$ cat src/rtl/irq_sel_pkg.sv
package irq_sel_pkg;
  localparam int unsigned ID_W        = 10;
  localparam int unsigned PRIO_W      = 8;
  localparam int unsigned EXT_PRIO_W  = PRIO_W + 1;
  localparam int unsigned INTERNAL_IDS = 32;
  localparam int unsigned CTRL_W      = 3;

  typedef logic [ID_W-1:0]       irq_id_t;
  typedef logic [EXT_PRIO_W-1:0] ext_prio_t;

  localparam irq_id_t   NO_IRQ    = irq_id_t'(1023);
  localparam ext_prio_t IDLE_PRIO = ext_prio_t'(9'h100);

  localparam int unsigned CTRL_GRP0 = 0;
  localparam int unsigned CTRL_GRP1 = 1;
  localparam int unsigned CTRL_FIQ  = 2;
endpackage

$ cat src/rtl/irq_scan_ctrl.sv
module irq_scan_ctrl #(
  parameter int unsigned NUM_IRQ = 64,
  localparam int unsigned IW = (NUM_IRQ > 1) ? $clog2(NUM_IRQ) : 1
) (
  input  logic          clk,
  input  logic          rst_n,
  input  logic          recompute_i,
  output logic [IW-1:0] idx_o,
  output logic          step_o,
  output logic          first_o,
  output logic          last_o,
  output logic          done_o
);
  localparam logic [IW-1:0] LAST_IDX = IW'(NUM_IRQ - 1);

  logic          busy_q, busy_d;
  logic [IW-1:0] idx_q, idx_d;
  logic          done_q, done_d;

  always_comb begin
    busy_d = busy_q;
    idx_d  = idx_q;
    done_d = 1'b0;
    if (recompute_i) begin
      busy_d = 1'b1;
      idx_d  = '0;
    end else if (busy_q) begin
      if (idx_q == LAST_IDX) begin
        busy_d = 1'b0;
        idx_d  = '0;
        done_d = 1'b1;
      end else begin
        idx_d = idx_q + 1'b1;
      end
    end
  end

  always_ff @(posedge clk or negedge rst_n) begin
    if (!rst_n) begin
      busy_q <= 1'b0;
      idx_q  <= '0;
      done_q <= 1'b0;
    end else begin
      busy_q <= busy_d;
      idx_q  <= idx_d;
      done_q <= done_d;
    end
  end

  assign idx_o   = idx_q;
  assign step_o  = busy_q & ~recompute_i;
  assign first_o = (idx_q == '0);
  assign last_o  = (idx_q == LAST_IDX);
  assign done_o  = done_q;
endmodule

$ cat src/rtl/irq_best_track.sv
module irq_best_track
  import irq_sel_pkg::*;
(
  input  logic                clk,
  input  logic                rst_n,
  input  logic                step_i,
  input  logic                first_i,
  input  logic                elig_i,
  input  irq_id_t             cand_id_i,
  input  logic [PRIO_W-1:0]   cand_prio_i,
  input  logic                cand_grp_i,
  output irq_id_t             best_id_o,
  output ext_prio_t           best_prio_o,
  output logic                best_grp_o
);
  irq_id_t   id_q, id_d, base_id;
  ext_prio_t prio_q, prio_d, base_prio;
  logic      grp_q, grp_d, base_grp, take;

  always_comb begin
    base_id   = first_i ? NO_IRQ    : id_q;
    base_prio = first_i ? IDLE_PRIO : prio_q;
    base_grp  = first_i ? 1'b0      : grp_q;
    take      = elig_i && ({1'b0, cand_prio_i} < base_prio);
    id_d      = take ? cand_id_i             : base_id;
    prio_d    = take ? {1'b0, cand_prio_i}   : base_prio;
    grp_d     = take ? cand_grp_i            : base_grp;
  end

  always_ff @(posedge clk or negedge rst_n) begin
    if (!rst_n) begin
      id_q   <= NO_IRQ;
      prio_q <= IDLE_PRIO;
      grp_q  <= 1'b0;
    end else if (step_i) begin
      id_q   <= id_d;
      prio_q <= prio_d;
      grp_q  <= grp_d;
    end
  end

  // Value as it stands after the current step; used at commit.
  assign best_id_o   = id_d;
  assign best_prio_o = prio_d;
  assign best_grp_o  = grp_d;
endmodule

$ cat src/rtl/irq_line_gate.sv
module irq_line_gate
  import irq_sel_pkg::*;
(
  input  logic              clk,
  input  logic              rst_n,
  input  logic              commit_i,
  input  irq_id_t           best_id_i,
  input  ext_prio_t         best_prio_i,
  input  logic              best_grp_i,
  input  logic [1:0]        dist_ctrl_i,
  input  logic [CTRL_W-1:0] cpu_ctrl_i,
  input  logic [PRIO_W-1:0] prio_mask_i,
  input  ext_prio_t         run_prio_i,
  output irq_id_t           cur_id_o,
  output logic              irq_o,
  output logic              fiq_o
);
  irq_id_t id_q, id_d;
  logic    irq_q, irq_d, fiq_q, fiq_d;
  logic    any_en, grp_en;

  always_comb begin
    any_en = (|dist_ctrl_i) && (|cpu_ctrl_i[CTRL_GRP1:CTRL_GRP0]);
    grp_en = dist_ctrl_i[best_grp_i] && cpu_ctrl_i[best_grp_i];
    id_d   = NO_IRQ;
    irq_d  = 1'b0;
    fiq_d  = 1'b0;
    if (any_en && (best_prio_i < {1'b0, prio_mask_i})) begin
      id_d = best_id_i;
      if ((best_prio_i < run_prio_i) && grp_en) begin
        if (!best_grp_i && cpu_ctrl_i[CTRL_FIQ]) fiq_d = 1'b1;
        else                                      irq_d = 1'b1;
      end
    end
  end

  always_ff @(posedge clk or negedge rst_n) begin
    if (!rst_n) begin
      id_q  <= NO_IRQ;
      irq_q <= 1'b0;
      fiq_q <= 1'b0;
    end else if (commit_i) begin
      id_q  <= id_d;
      irq_q <= irq_d;
      fiq_q <= fiq_d;
    end
  end

  assign cur_id_o = id_q;
  assign irq_o    = irq_q;
  assign fiq_o    = fiq_q;
endmodule

$ cat src/rtl/irq_prio_select.sv
module irq_prio_select
  import irq_sel_pkg::*;
#(
  parameter int unsigned NUM_CPU = 2,
  parameter int unsigned NUM_IRQ = 64
) (
  input  logic                          clk,
  input  logic                          rst_n,
  input  logic                          recompute_i,
  input  logic [NUM_IRQ-1:0]            int_enable_i,
  input  logic [NUM_IRQ-1:0]            int_pending_i,
  input  logic [NUM_IRQ-1:0]            int_active_i,
  input  logic [NUM_IRQ-1:0]            int_group_i,
  input  logic [NUM_IRQ*PRIO_W-1:0]     int_prio_i,
  input  logic [NUM_IRQ*NUM_CPU-1:0]    int_target_i,
  input  logic [1:0]                    dist_ctrl_i,
  input  logic [NUM_CPU*CTRL_W-1:0]     cpu_ctrl_i,
  input  logic [NUM_CPU*PRIO_W-1:0]     prio_mask_i,
  input  logic [NUM_CPU*EXT_PRIO_W-1:0] run_prio_i,
  output logic [NUM_CPU*ID_W-1:0]       cur_id_o,
  output logic [NUM_CPU-1:0]            irq_o,
  output logic [NUM_CPU-1:0]            fiq_o,
  output logic                          done_o
);
  localparam int unsigned IW = (NUM_IRQ > 1) ? $clog2(NUM_IRQ) : 1;

  logic [IW-1:0]        idx;
  logic                 step, first, last;
  logic                 base_ok, internal;
  logic [PRIO_W-1:0]    sel_prio;
  logic [NUM_CPU-1:0]   sel_target;
  irq_id_t              sel_id;

  irq_scan_ctrl #(.NUM_IRQ(NUM_IRQ)) i_scan (
    .clk(clk), .rst_n(rst_n), .recompute_i(recompute_i),
    .idx_o(idx), .step_o(step), .first_o(first), .last_o(last),
    .done_o(done_o)
  );

  always_comb begin
    base_ok    = int_enable_i[idx] & int_pending_i[idx] & ~int_active_i[idx];
    internal   = (32'(idx) < INTERNAL_IDS);
    sel_prio   = int_prio_i[idx*PRIO_W +: PRIO_W];
    sel_target = int_target_i[idx*NUM_CPU +: NUM_CPU];
    sel_id     = irq_id_t'(idx);
  end

  for (genvar c = 0; c < NUM_CPU; c++) begin : g_cpu
    irq_id_t   b_id;
    ext_prio_t b_prio;
    logic      b_grp;

    irq_best_track i_track (
      .clk(clk), .rst_n(rst_n), .step_i(step), .first_i(first),
      .elig_i(base_ok & (internal | sel_target[c])),
      .cand_id_i(sel_id), .cand_prio_i(sel_prio),
      .cand_grp_i(int_group_i[idx]),
      .best_id_o(b_id), .best_prio_o(b_prio), .best_grp_o(b_grp)
    );

    irq_line_gate i_gate (
      .clk(clk), .rst_n(rst_n), .commit_i(step & last),
      .best_id_i(b_id), .best_prio_i(b_prio), .best_grp_i(b_grp),
      .dist_ctrl_i(dist_ctrl_i),
      .cpu_ctrl_i(cpu_ctrl_i[c*CTRL_W +: CTRL_W]),
      .prio_mask_i(prio_mask_i[c*PRIO_W +: PRIO_W]),
      .run_prio_i(run_prio_i[c*EXT_PRIO_W +: EXT_PRIO_W]),
      .cur_id_o(cur_id_o[c*ID_W +: ID_W]),
      .irq_o(irq_o[c]), .fiq_o(fiq_o[c])
    );
  end
endmodule

$ cat config.mk
export PLATFORM = sky130hd
export DESIGN_NAME = irq_prio_select
export DESIGN_NICKNAME = d
export VERILOG_FILES = /design/src/rtl/irq_sel_pkg.sv /design/src/rtl/irq_scan_ctrl.sv /design/src/rtl/irq_best_track.sv /design/src/rtl/irq_line_gate.sv /design/src/rtl/irq_prio_select.sv
export SDC_FILE = /design/constraint.sdc
export NUM_CORES = 1
export LEC_CHECK = 0
export ABC_AREA = 0
export BUFFER_PORTS_ARGS = -buffer_cell sky130_fd_sc_hd__buf_2
export CORE_AREA = 3 3 374 376
export CTS_BUF_LIST = sky130_fd_sc_hd__clkbuf_2
export DETAILED_ROUTE_END_ITERATION = 10
export DIE_AREA = 0 0 377 379
export PLACE_DENSITY = 0.3
export SETUP_SLACK_MARGIN = 0.4
export SLEW_MARGIN = 30
export SYNTH_ARGS = -nofsm -noshare
export SYNTH_HDL_FRONTEND = slang
export SYNTH_SLANG_ARGS = --single-unit
$ cat constraint.sdc
create_clock -name clk -period 13.95 [get_ports clk]
set_clock_uncertainty 0.05 [all_clocks]
set_input_delay 0.6975 -clock clk [delete_from_list [all_inputs] [get_ports clk]]
set_output_delay 0.6975 -clock clk [all_outputs]
set_load 0.1 [all_outputs]
==> results of run 1 <==
==> path summary, 6_finish.rpt <==
check / slack, ns / startpoint / endpoint
worst max register to register: 4.86 / i_scan.idx_o[0] / g_cpu[0].i_gate.irq_o
max in group asynchronous: 12.64 / rst_n / i_scan.idx_o[3]
worst max-delay path: 4.86 / i_scan.idx_o[0] / g_cpu[0].i_gate.irq_o
worst min-delay path: 0.21 / recompute_i / i_scan.idx_o[0]
min in group asynchronous: 0.33 / rst_n / g_cpu[0].i_track.prio_q[5]
worst min register to register: 0.46 / g_cpu[0].i_track.prio_q[8] / g_cpu[0].i_track.prio_q[8]
==> worst reg2reg max path, cell delays in order, from the launching register on <==
cell and delay, ns:
dfrtp_4 1.00, buf_12 0.58, mux4_2 0.98, mux4_2 0.59, mux4_2 0.68, ha_1 0.38
nand4_1 0.10, nor4_1 0.79, o21ai_4 0.24, nand4b_2 0.60, nor2b_1 0.22, a31o_1 0.22
ha_1 0.29, a21oi_1 0.15, nor2b_1 0.05, o21ai_0 0.15, nand2b_1 0.07, a21oi_1 0.15
nor2_1 0.05, a2111oi_0 0.80, o221ai_4 0.49, o31ai_1 0.37
==> flip-flops by register name (all words and copies together), names as in the netlist <==
name                   flops
g_cpu.i_gate.cur_id_o     20
g_cpu.i_gate.fiq_o         2
g_cpu.i_gate.irq_o         2
g_cpu.i_track.grp_q        2
g_cpu.i_track.id_q        20
g_cpu.i_track.prio_q      18
i_scan.busy_q              1
i_scan.done_o              1
i_scan.idx_o               6
==> Yosys cell counts (all sizes together), types with 5 or more instances <==
master  instances  area [µm²]
mux2           36         409
nand4           9        56.3
and3            6        37.5
mux4          212        4770
o22a           32         280
o21a           17         128
a31o            8        70.1
nor2           47         179
ha             46         576
o21ai          21         116
nand2b         15        93.8
a31oi          13        81.3
nor2b          16         100
o31ai           9        72.6
a211oi          5        42.5
inv            53         199
dfrtp          30         751
a21o            8        60.1
clkbuf         25        93.8
o211ai         18         135
nand2          58         218
nor3            5        25.0
nand3          23         115
and2            8        50.1
nor4bb          5        50.1
dfstp          42        1100
buf            65         435
a21oi          30         154
and4b           5        50.1
mux2i          17         170
o221ai          6        52.6
==> power by group through the flow <==
stage | Clock [W] | Combinational [W] | Sequential [W]
after detailed placement | 0 | 0.000668 | 0.000285
final | 0.000142 | 0.000650 | 0.000280
after floorplan | 0 | 0.000382 | 0.000269
after CTS | 0.000152 | 0.000671 | 0.000282
after global routing | 0.000159 | 0.000712 | 0.000286
after global placement | 0 | 0.000668 | 0.000286
==> metal layers <==
metal / part of all wire [%] / GRT usage [%] / vias to the layer above
met5: 0.21 / 0 / -
met4: 1.0 / 1.49 / 26
met3: 6.1 / 2.38 / 88
met2: 51 / 21.4 / 585
met1: 41 / 14.6 / 6260
li1: - / - / 5621
==> cell type report <==
type,instances,area (µm²),share of cell area [%]
Sequential cell,72,1870,10.5
Clock buffer,9,45.0,0.253
Clock inverter,7,78.8,0.442
Tap cell,1794,2240,12.6
Inverter,54,205,1.15
Antenna cell,14,35.0,0.196
Multi-Input combinational cell,729,8620,48.3
Timing Repair Buffer,929,4740,26.6
==> timing repair <==
action / in CTS / in global routing
endpoints found under the hold margin: 10 / 0
endpoints found under the setup margin: 0 / 0
hold buffers: 1 / 0
==> per-stage QoR <==
step           instances  area (µm²)
3_5_place_dp        3577       17700
2_1_floorplan        945       11200
5_1_grt             3597       17800
3_3_place_gp        3576       17600
6_report            3608       17800
4_1_cts             3594       17800
==> cells by family after synthesis <==
logic type,Yosys count,share of synthesized area (%)
adder cells (fa/ha/maj),46,5.14
buffers and inverters,144,6.54
AND/OR/NAND/NOR,218,10.2
flip-flops,72,16.6
AO/OA/AOI/OAI,198,13.6
XOR/XNOR,2,0.157
multiplexers,265,47.9
==> qor.yml, run 1 <==
slew_violations: 0
layout_common_cells: "buf_2, mux4_2, nand2_1, inv_1"
grt_max_degree: 97
antenna_found_initial: 43
p_per_area_nw_per_um2: 60.1
cts_max_level: 3
grt_pass1_vias: 13500
start_util_pct: 8.16
path_class: "flip-flop to flip-flop"
endpoint_kind: "flip-flop"
cts_setup_buffers: 0
rr_worst_depth: 21
grt.overflow.total: 0
sequentialPowerShare_pct: 26.1
dp_hpwl_um: 78000
power.total_w: 0.00107
finalSetupViolations: 0
coreArea_um2: 137000
cp_num_buf_inv: 1
hold_viol_final: 0
avgSynthCellArea_um2: 11.8
die_h_um: 379
dieWidth_um: 377
track_usage_pct: 11.8
drive_gt1_share_pct: 70.2
startpoint_type: "flip-flop"
synth-edff-count: 0
setup_tns_ns: 0
pre_cts_ws_ns: 4.93
insertion_delay_ns: 0.66
fin_crit_sh_pct: 65.2
drt-initial-drc-count: 562
clk_path_buf_depth: 2
port_buffers: 901
p_leak_nw: 7.63
wl_per_cell_um: 24.6
ys_warn_count: 0
viasPerCell: 3.49
final_core_util_pct: 13.0
path_max_fanout: 96
dr.pass1.iters: 5
grt_pass1_wl_um: 115000
setup_ws_ns: 4.86
cap_violations: 0
critPathMostFrequentCell: "mux4_2"
synth_seq_cells: 72
async_flop_share_pct: 100
cts_buffers: 9
fmax_mhz: 110
ys_seq_area_share_pct: 16.6
cts_root_buffer: "clkbuf_2"
cts_tree: "yes"
rows: 136
status: "completed"
syn-num-nets: 1932
relSlewSlack_pct: 35.9
hold_path_depth: 2
gp_congestion: 0.824
synthCells: 945
switching_share_pct: 41.5
cp_slowest_cell: "dfrtp_4"
crit_family: "compound AO/OA/AOI/OAI gates"
nNetsFinal: 2782
io_pins: 966
clock-sinks: 72
hold-worst-slack_ns: 0.214
worstPathArrival_ns: 9.62
drt_wl_total_um: 88700
worstPathCellList: "buf_12 -> mux4_2 -> mux4_2 -> mux4_2 -> ha_1 -> nand4_1 -> nor4_1 -> o21ai_4 -> nand4b_2 -> nor2b_1 -> a31o_1 -> ha_1 -> a21oi_1 -> nor2b_1 -> o21ai_0 -> nand2b_1 -> a21oi_1 -> nor2_1 -> a2111oi_0 -> o221ai_4 -> o31ai_1"
worstMarginPinSlew_ns: 0.953
drc: 0
nFillCells: 15800
rsz0062_at_grt: "false"
period_minus_slack_ns: 9.09
vias: 12600
required_ns: 14.48
ant_nets: 0
cts_resized: 0
power.share.combinational_pct: 60.7
cp.depth: 21
synth.distinct_cells: 80
die_area_um2: 143000
worstHoldPathType: "input pin to flip-flop"
syn_to_final_growth_pct: 59.4
irDropWorstVdd_mv: 0.0354
clk_pin_slew_worst_paths_ns: 0.25
internal_power_w: 0.000627
final_common_cell: "buf_2"
syn-cell-area_um2: 11200
max_stage_delay_ns: 1.00
clkPwrFrac_pct: 13.2
power_switching_w: 0.000444
synth_ff_type: "dfstp_2"
(Power assumes the default switching activity.)
==> run 2: changes to the inputs <==
--- a/config.mk
+++ b/config.mk
@@ -7,10 +7,10 @@
 export LEC_CHECK = 0
 export ABC_AREA = 0
 export BUFFER_PORTS_ARGS = -buffer_cell sky130_fd_sc_hd__buf_2
-export CORE_AREA = 3 3 374 376
+export CORE_AREA = 3 3 376 378
 export CTS_BUF_LIST = sky130_fd_sc_hd__clkbuf_2
 export DETAILED_ROUTE_END_ITERATION = 10
-export DIE_AREA = 0 0 377 379
+export DIE_AREA = 0 0 379 381
 export PLACE_DENSITY = 0.3
 export SETUP_SLACK_MARGIN = 0.4
 export SLEW_MARGIN = 30
==> constraint.sdc (replaced) <==
create_clock -name clk -period 9.4 [get_ports clk]
set_clock_uncertainty 0.05 [all_clocks]
set_input_delay 0.47 -clock clk [delete_from_list [all_inputs] [get_ports clk]]
set_output_delay 0.47 -clock clk [all_outputs]
set_load 0.1 [all_outputs]
==> qor.yml, run 2 (synthesis gave the netlist of run 1 again) <==
endpoint_kind: "flip-flop"
fin_area_um2: 18000  # +1.0%
cap_violations: 0  # unchanged
holdPathEnd: "g_cpu[0].i_gate.fiq_o"
power.share.combinational_pct: 61.5  # +0.8 points
relSlewSlack_pct: 36.5  # +0.63 points
status: "completed"
coreArea_um2: 138000  # +0.50%
grt_util_met1_pct: 15.0  # +0.46 points
rr_worst_depth: 24  # +14%
nNetsFinal: 2798  # +0.58%
p_leak_nw: 7.73  # +1.4%
cts_resized: 0  # unchanged
clk_pin_slew_worst_paths_ns: 0.26  # about the same
place_area_um2: 17800  # +1.1%
top_usage_layer: "met2"
internal_power_w: 0.000946  # +51%
fin_crit_sh_pct: 79.9  # +15 points
wl_per_cell_um: 24.2  # -1.4%
viasPerCell: 3.47  # -0.42%
cts_buffers: 9  # unchanged
syn_to_final_growth_pct: 61.1
hold-worst-slack_ns: 0.107  # -0.106 ns
reg2reg_from: "i_scan.idx_o[0]"
grt_max_degree: 54  # -44%
sequentialPowerShare_pct: 25.6  # -0.5 points
gp_congestion: 0.863  # +4.6%
fmax_mhz: 133  # +21%
ant_nets: 0  # unchanged
grt.overflow.total: 0  # unchanged
r2r_setup_slack_ns: 1.89  # -2.97 ns
rsz0062_at_grt: "false"
clkPwrFrac_pct: 13.0  # -0.2 points
final_common_cell: "buf_2"
grt_use_met3_pct: 1.38  # -1.0 points
setup_tns_ns: 0  # unchanged
hold_path_depth: 3  # +1
slew_violations: 0  # unchanged
switching_share_pct: 41.5  # +0.043 points
drt_wl_total_um: 87700  # -1.2%
finalSetupViolations: 0  # unchanged
hold_viol_final: 0  # unchanged
path_max_fanout: 35  # -64%
layout_common_cells: "buf_2, mux4_2, nand2_1, inv_1"
track_usage_pct: 11.6  # -0.17 points
cts_setup_buffers: 0  # unchanged
hold_path_startpoint: "cpu_ctrl_i[0]"
final_core_util_pct: 13.1  # +0.071 points
insertion_delay_ns: 0.59  # -0.07 ns
start_util_pct: 8.12  # -0.040 points
path_class: "flip-flop to flip-flop"
required_ns: 9.92  # -4.56 ns
cts_tree: "yes"
worstHoldPathType: "input pin to flip-flop"
period_minus_slack_ns: 7.51  # -1.58 ns
dr.pass1.iters: 4  # -1
die_area_um2: 144000  # +1.1%
power.total_w: 0.00162  # +51%
rows: 136  # unchanged
worstMarginPinSlew_ns: 0.951  # -0.00170 ns
p_per_area_nw_per_um2: 89.8  # +49%
worstPathArrival_ns: 8.03  # -1.59 ns
reg2reg_to: "g_cpu[0].i_gate.cur_id_o[2]"
vias: 12600  # -0.17%
clock-sinks: 72  # unchanged
clk_path_buf_depth: 2  # unchanged
power_switching_w: 0.000672  # +51%
cts_root_buffer: "clkbuf_2"
drt-initial-drc-count: 538  # -4.3%
port_buffers: 901  # unchanged
dieWidth_um: 379  # +0.53%
antenna_found_initial: 28  # -35%
startpoint: "i_scan.idx_o[0]"
grt_pass1_vias: 13700  # +1.9%
irDropWorstVdd_mv: 0.0688  # +94%
startpoint_type: "flip-flop"
hold_buffers: 2  # +1
dp_hpwl_um: 77600  # -0.48%
grt_pass1_wl_um: 116000  # +0.65%
cts_max_level: 3  # unchanged
drive_gt1_share_pct: 70.5  # +0.32 points
io_pins: 966  # unchanged
drc: 0  # unchanged
met2_usage_pct: 21.3  # -0.17 points
die_h_um: 381  # +0.53%
[run 2: area by class of cell]
| class | count | area [µm²] |
|---|---|---|
| inverters | 54 | 205 |
| fillers | 15800 | 120000 |
| diodes | 7 | 17.5 |
| repair buffers | 945 | 4950 |
| flip-flops and latches | 72 | 1870 |
| clock inverters | 7 | 83.8 |
| well taps | 1794 | 2240 |
| clock buffers | 9 | 45.0 |
| multi-input cells | 729 | 8610 |
[run 2: through the flow]
step                      setup slack (ns)  instances
after detailed placement              1.52       3591
after global placement                1.52       3590
final                                 1.89       3617
after global routing                  1.49       3612
after floorplan                       2.96        945
after CTS                             1.38       3609
[run 2: routing by layer]
metal	part of all wire, %	vias up
li1	-	5639
met1	43	6334
met2	51	538
met3	4.9	44
met4	0.57	4
met5	0.039	-
[run 2: critical path, cell delays in order (launching register included)]
cell and delay, ns:
dfrtp_4 0.92, buf_4 0.34, mux4_2 0.54, mux4_2 0.48, mux4_2 0.72, ha_1 0.40
a21o_1 0.16, a21o_1 0.18, a21oi_1 0.13, o21ai_0 0.08, a32o_1 0.31, nand4b_2 0.29
nor2b_1 0.21, a31o_1 0.25, ha_1 0.32, a21oi_1 0.15, nor2b_1 0.05, o21ai_0 0.15
nand2b_1 0.07, a21oi_1 0.16, nor2_1 0.05, a2111oi_0 0.57, o221ai_2 0.28, buf_6 0.22
o22a_1 0.19
[run 2: how the worst max path moves through the flow]
| stage | endpoint | slack (ns) | cells after the start |
|---|---|---|---|
| after CTS | g_cpu[0].i_gate.irq_o | 1.38 | 23 |
| final | g_cpu[0].i_gate.cur_id_o[2] | 1.89 | 24 |
| after detailed placement | g_cpu[0].i_gate.irq_o | 1.52 | 23 |
| after global routing | g_cpu[0].i_gate.cur_id_o[2] | 1.49 | 24 |
| after global placement | g_cpu[0].i_gate.irq_o | 1.52 | 23 |
| after floorplan | g_cpu[0].i_gate.cur_id_o[0] | 2.96 | 28 |
[run 2: power groups by stage]
stage          logic [W]  registers, W  clock network (W)
6_report        0.000994      0.000414           0.000210
5_1_grt          0.00109      0.000422           0.000239
4_1_cts          0.00103      0.000417           0.000227
3_5_place_dp     0.00103      0.000421                  0
3_3_place_gp     0.00103      0.000420                  0
2_1_floorplan   0.000567      0.000399                  0
==> run 3: changes to the inputs <==
==> constraint.sdc (replaced) <==
create_clock -name clk -period 7.5 [get_ports clk]
set_clock_uncertainty 0.05 [all_clocks]
set_input_delay 0.375 -clock clk [delete_from_list [all_inputs] [get_ports clk]]
set_output_delay 0.375 -clock clk [all_outputs]
set_load 0.1 [all_outputs]
==> qor.yml, run 3 (synthesis gave the netlist of run 1 again) <==
sequentialPowerShare_pct: 24.2  # -1.4 points
cap_violations: 0  # unchanged
grt_pass1_wl_um: 117000  # +1.3%
switching_share_pct: 41.4  # -0.068 points
track_usage_pct: 11.9  # +0.28 points
rsz0062_at_grt: "false"
power.total_w: 0.00208  # +29%
seq_area_um2: 1870  # unchanged
worstPathArrival_ns: 7.21  # -0.82 ns
rows: 136  # unchanged
status: "completed"
p_leak_nw: 7.95  # +2.8%
gp_congestion: 0.857  # -0.63%
setup_tns_ns: 0  # unchanged
worstMarginPinSlew_ns: 0.859  # -0.0920 ns
path_max_fanout: 15  # -57%
power_switching_w: 0.000863  # +29%
final_core_util_pct: 13.4  # +0.29 points
syn_to_final_growth_pct: 64.7
start_util_pct: 8.12  # unchanged
required_ns: 8.04  # -1.88 ns
clk_pin_slew_worst_paths_ns: 0.28  # +0.02 ns
power.share.combinational_pct: 63.2  # +1.7 points
antenna_found_initial: 37  # +32%
port_buffers: 901  # unchanged
clk_path_buf_depth: 2  # unchanged
insertion_delay_ns: 0.64  # +0.05 ns
nNetsFinal: 2846  # +1.7%
drive_gt1_share_pct: 70.8  # +0.28 points
hold_viol_final: 0  # unchanged
relSlewSlack_pct: 42.7  # +6.2 points
die_area_um2: 144000  # unchanged
io_pins: 966  # unchanged
layout_common_cells: "buf_2, mux4_2, buf_4, nand2_1, inv_1"
final_common_cell: "buf_2"
dieWidth_um: 379  # unchanged
clock-sinks: 72  # unchanged
endpoint_kind: "flip-flop"
finalSetupViolations: 0  # unchanged
drt-initial-drc-count: 598  # +11%
irDropWorstVdd_mv: 0.0532  # -23%
clkPwrFrac_pct: 12.7  # -0.3 points
drc: 0  # unchanged
nFillCells: 15900  # +0.23%
wl_per_cell_um: 24.5  # +1.3%
p_per_area_nw_per_um2: 113  # +26%
internal_power_w: 0.00122  # +29%
startpoint_type: "flip-flop"
coreArea_um2: 138000  # unchanged
worstHoldPathType: "input pin to async pin"
cts_max_level: 3  # unchanged
hold-worst-slack_ns: 0.161  # +0.0532 ns
grt_max_degree: 45  # -17%
grt.overflow.total: 0  # unchanged
slew_violations: 0  # unchanged
vias: 12900  # +2.7%
drt_wl_total_um: 90000  # +2.7%
period_minus_slack_ns: 6.67  # -0.845 ns
ant_nets: 0  # unchanged
path_class: "flip-flop to flip-flop"
cts_tree: "yes"
fmax_mhz: 150  # +13%
die_h_um: 381  # unchanged
grt_pass1_vias: 13900  # +1.2%
fin_crit_sh_pct: 88.9  # +9.0 points
dp_hpwl_um: 79400  # +2.3%
multi_input_area_um2: 8610  # about the same
cts_buffers: 9  # unchanged
viasPerCell: 3.52  # +1.3%
dr.pass1.iters: 4  # unchanged
cts_root_buffer: "clkbuf_2"
run 3: cell types whose count changed in the layout (fill, tap and decap cells not counted), sizes merged:
cell	previous run	this run
clkinv	2	3
inv	57	55
clkinvlp	1	2
clkbuf	9	10
buf	943	981
dlygate4sd3	2	11
diode	7	9
run 3: cell type report:
class	instances	area share, %
multi-input combinational	729	46.7
clock buffer	9	0.244
inverter	54	1.11
sequential	72	10.1
tap	1794	12.2
antenna	9	0.122
clock inverter	7	0.428
timing repair buffer	993	29.0
run 3: critical path: stages, from the launching register on:
cell and delay (ns):
dfrtp_4 0.50, buf_12 0.17, buf_4 0.27, mux4_2 0.63
mux4_2 0.49, mux4_2 0.64, ha_1 0.35, a211o_1 0.29
a21oi_1 0.10, o21ai_0 0.08, and3_1 0.22, a211oi_2 0.16
buf_4 0.19, o2111ai_4 0.18, nand2b_1 0.22, nand2_1 0.10
ha_1 0.25, a21o_1 0.16, a21o_1 0.18, a21o_1 0.18
a21o_1 0.17, a21oi_1 0.14, nor2_1 0.06, a211oi_1 0.18
buf_4 0.15, o21ai_0 0.10, buf_4 0.16, o31ai_2 0.19
run 3: stage by stage:
stage / instance area, µm² / cells / setup slack [ns]
floorplan: 11200 / 945 / 1.06
global placement: 18100 / 3627 / 0.414
detailed placement: 18100 / 3627 / 0.547
CTS: 18300 / 3654 / 0.477
global route: 18400 / 3662 / 0.401
finish: 18400 / 3667 / 0.831
run 3: metal layers:
layer / GRT usage, % / share of wire (%) / up-vias
li1: - / - / 5730
met1: 15.1 / 42 / 6495
met2: 21.3 / 51 / 589
met3: 2.26 / 6.1 / 67
met4: 1.18 / 0.88 / 14
met5: 0 / 0.11 / -
run 3: what timing repair did:
item | 4_1_cts | 5_1_grt
gates resized for setup | 0 | 4
endpoints found under the setup margin | 0 | 12
endpoints found under the hold margin | 40 | 0
hold buffers | 11 | 0
buffers inserted | 0 | 4
run 3: final timing paths:
| kind | slack [ns] | cells after the start | endpoint | startpoint |
|---|---|---|---|---|
| max | 0.83 | 27 | g_cpu[1].i_gate.irq_o | i_scan.idx_o[0] |
| min | 0.16 | 2 | g_cpu[1].i_track.prio_q[7] | rst_n |
| max reg2reg | 0.83 | 27 | g_cpu[1].i_gate.irq_o | i_scan.idx_o[0] |
| min reg2reg | 0.47 | 2 | g_cpu[0].i_track.prio_q[8] | g_cpu[0].i_track.prio_q[8] |
| max in group asynchronous | 6.22 | 3 | g_cpu[0].i_gate.cur_id_o[5] | rst_n |
| min in group clk | 0.22 | 6 | g_cpu[0].i_gate.fiq_o | run_prio_i[8] |
run 3: power by group through the flow:
stage / registers [W] / clock network, W / logic (W)
2_1_floorplan: 0.000500 / 0 / 0.000710
3_3_place_gp: 0.000514 / 0 / 0.00134
3_5_place_dp: 0.000513 / 0 / 0.00133
4_1_cts: 0.000507 / 0.000288 / 0.00135
5_1_grt: 0.000513 / 0.000300 / 0.00144
6_report: 0.000504 / 0.000264 / 0.00132
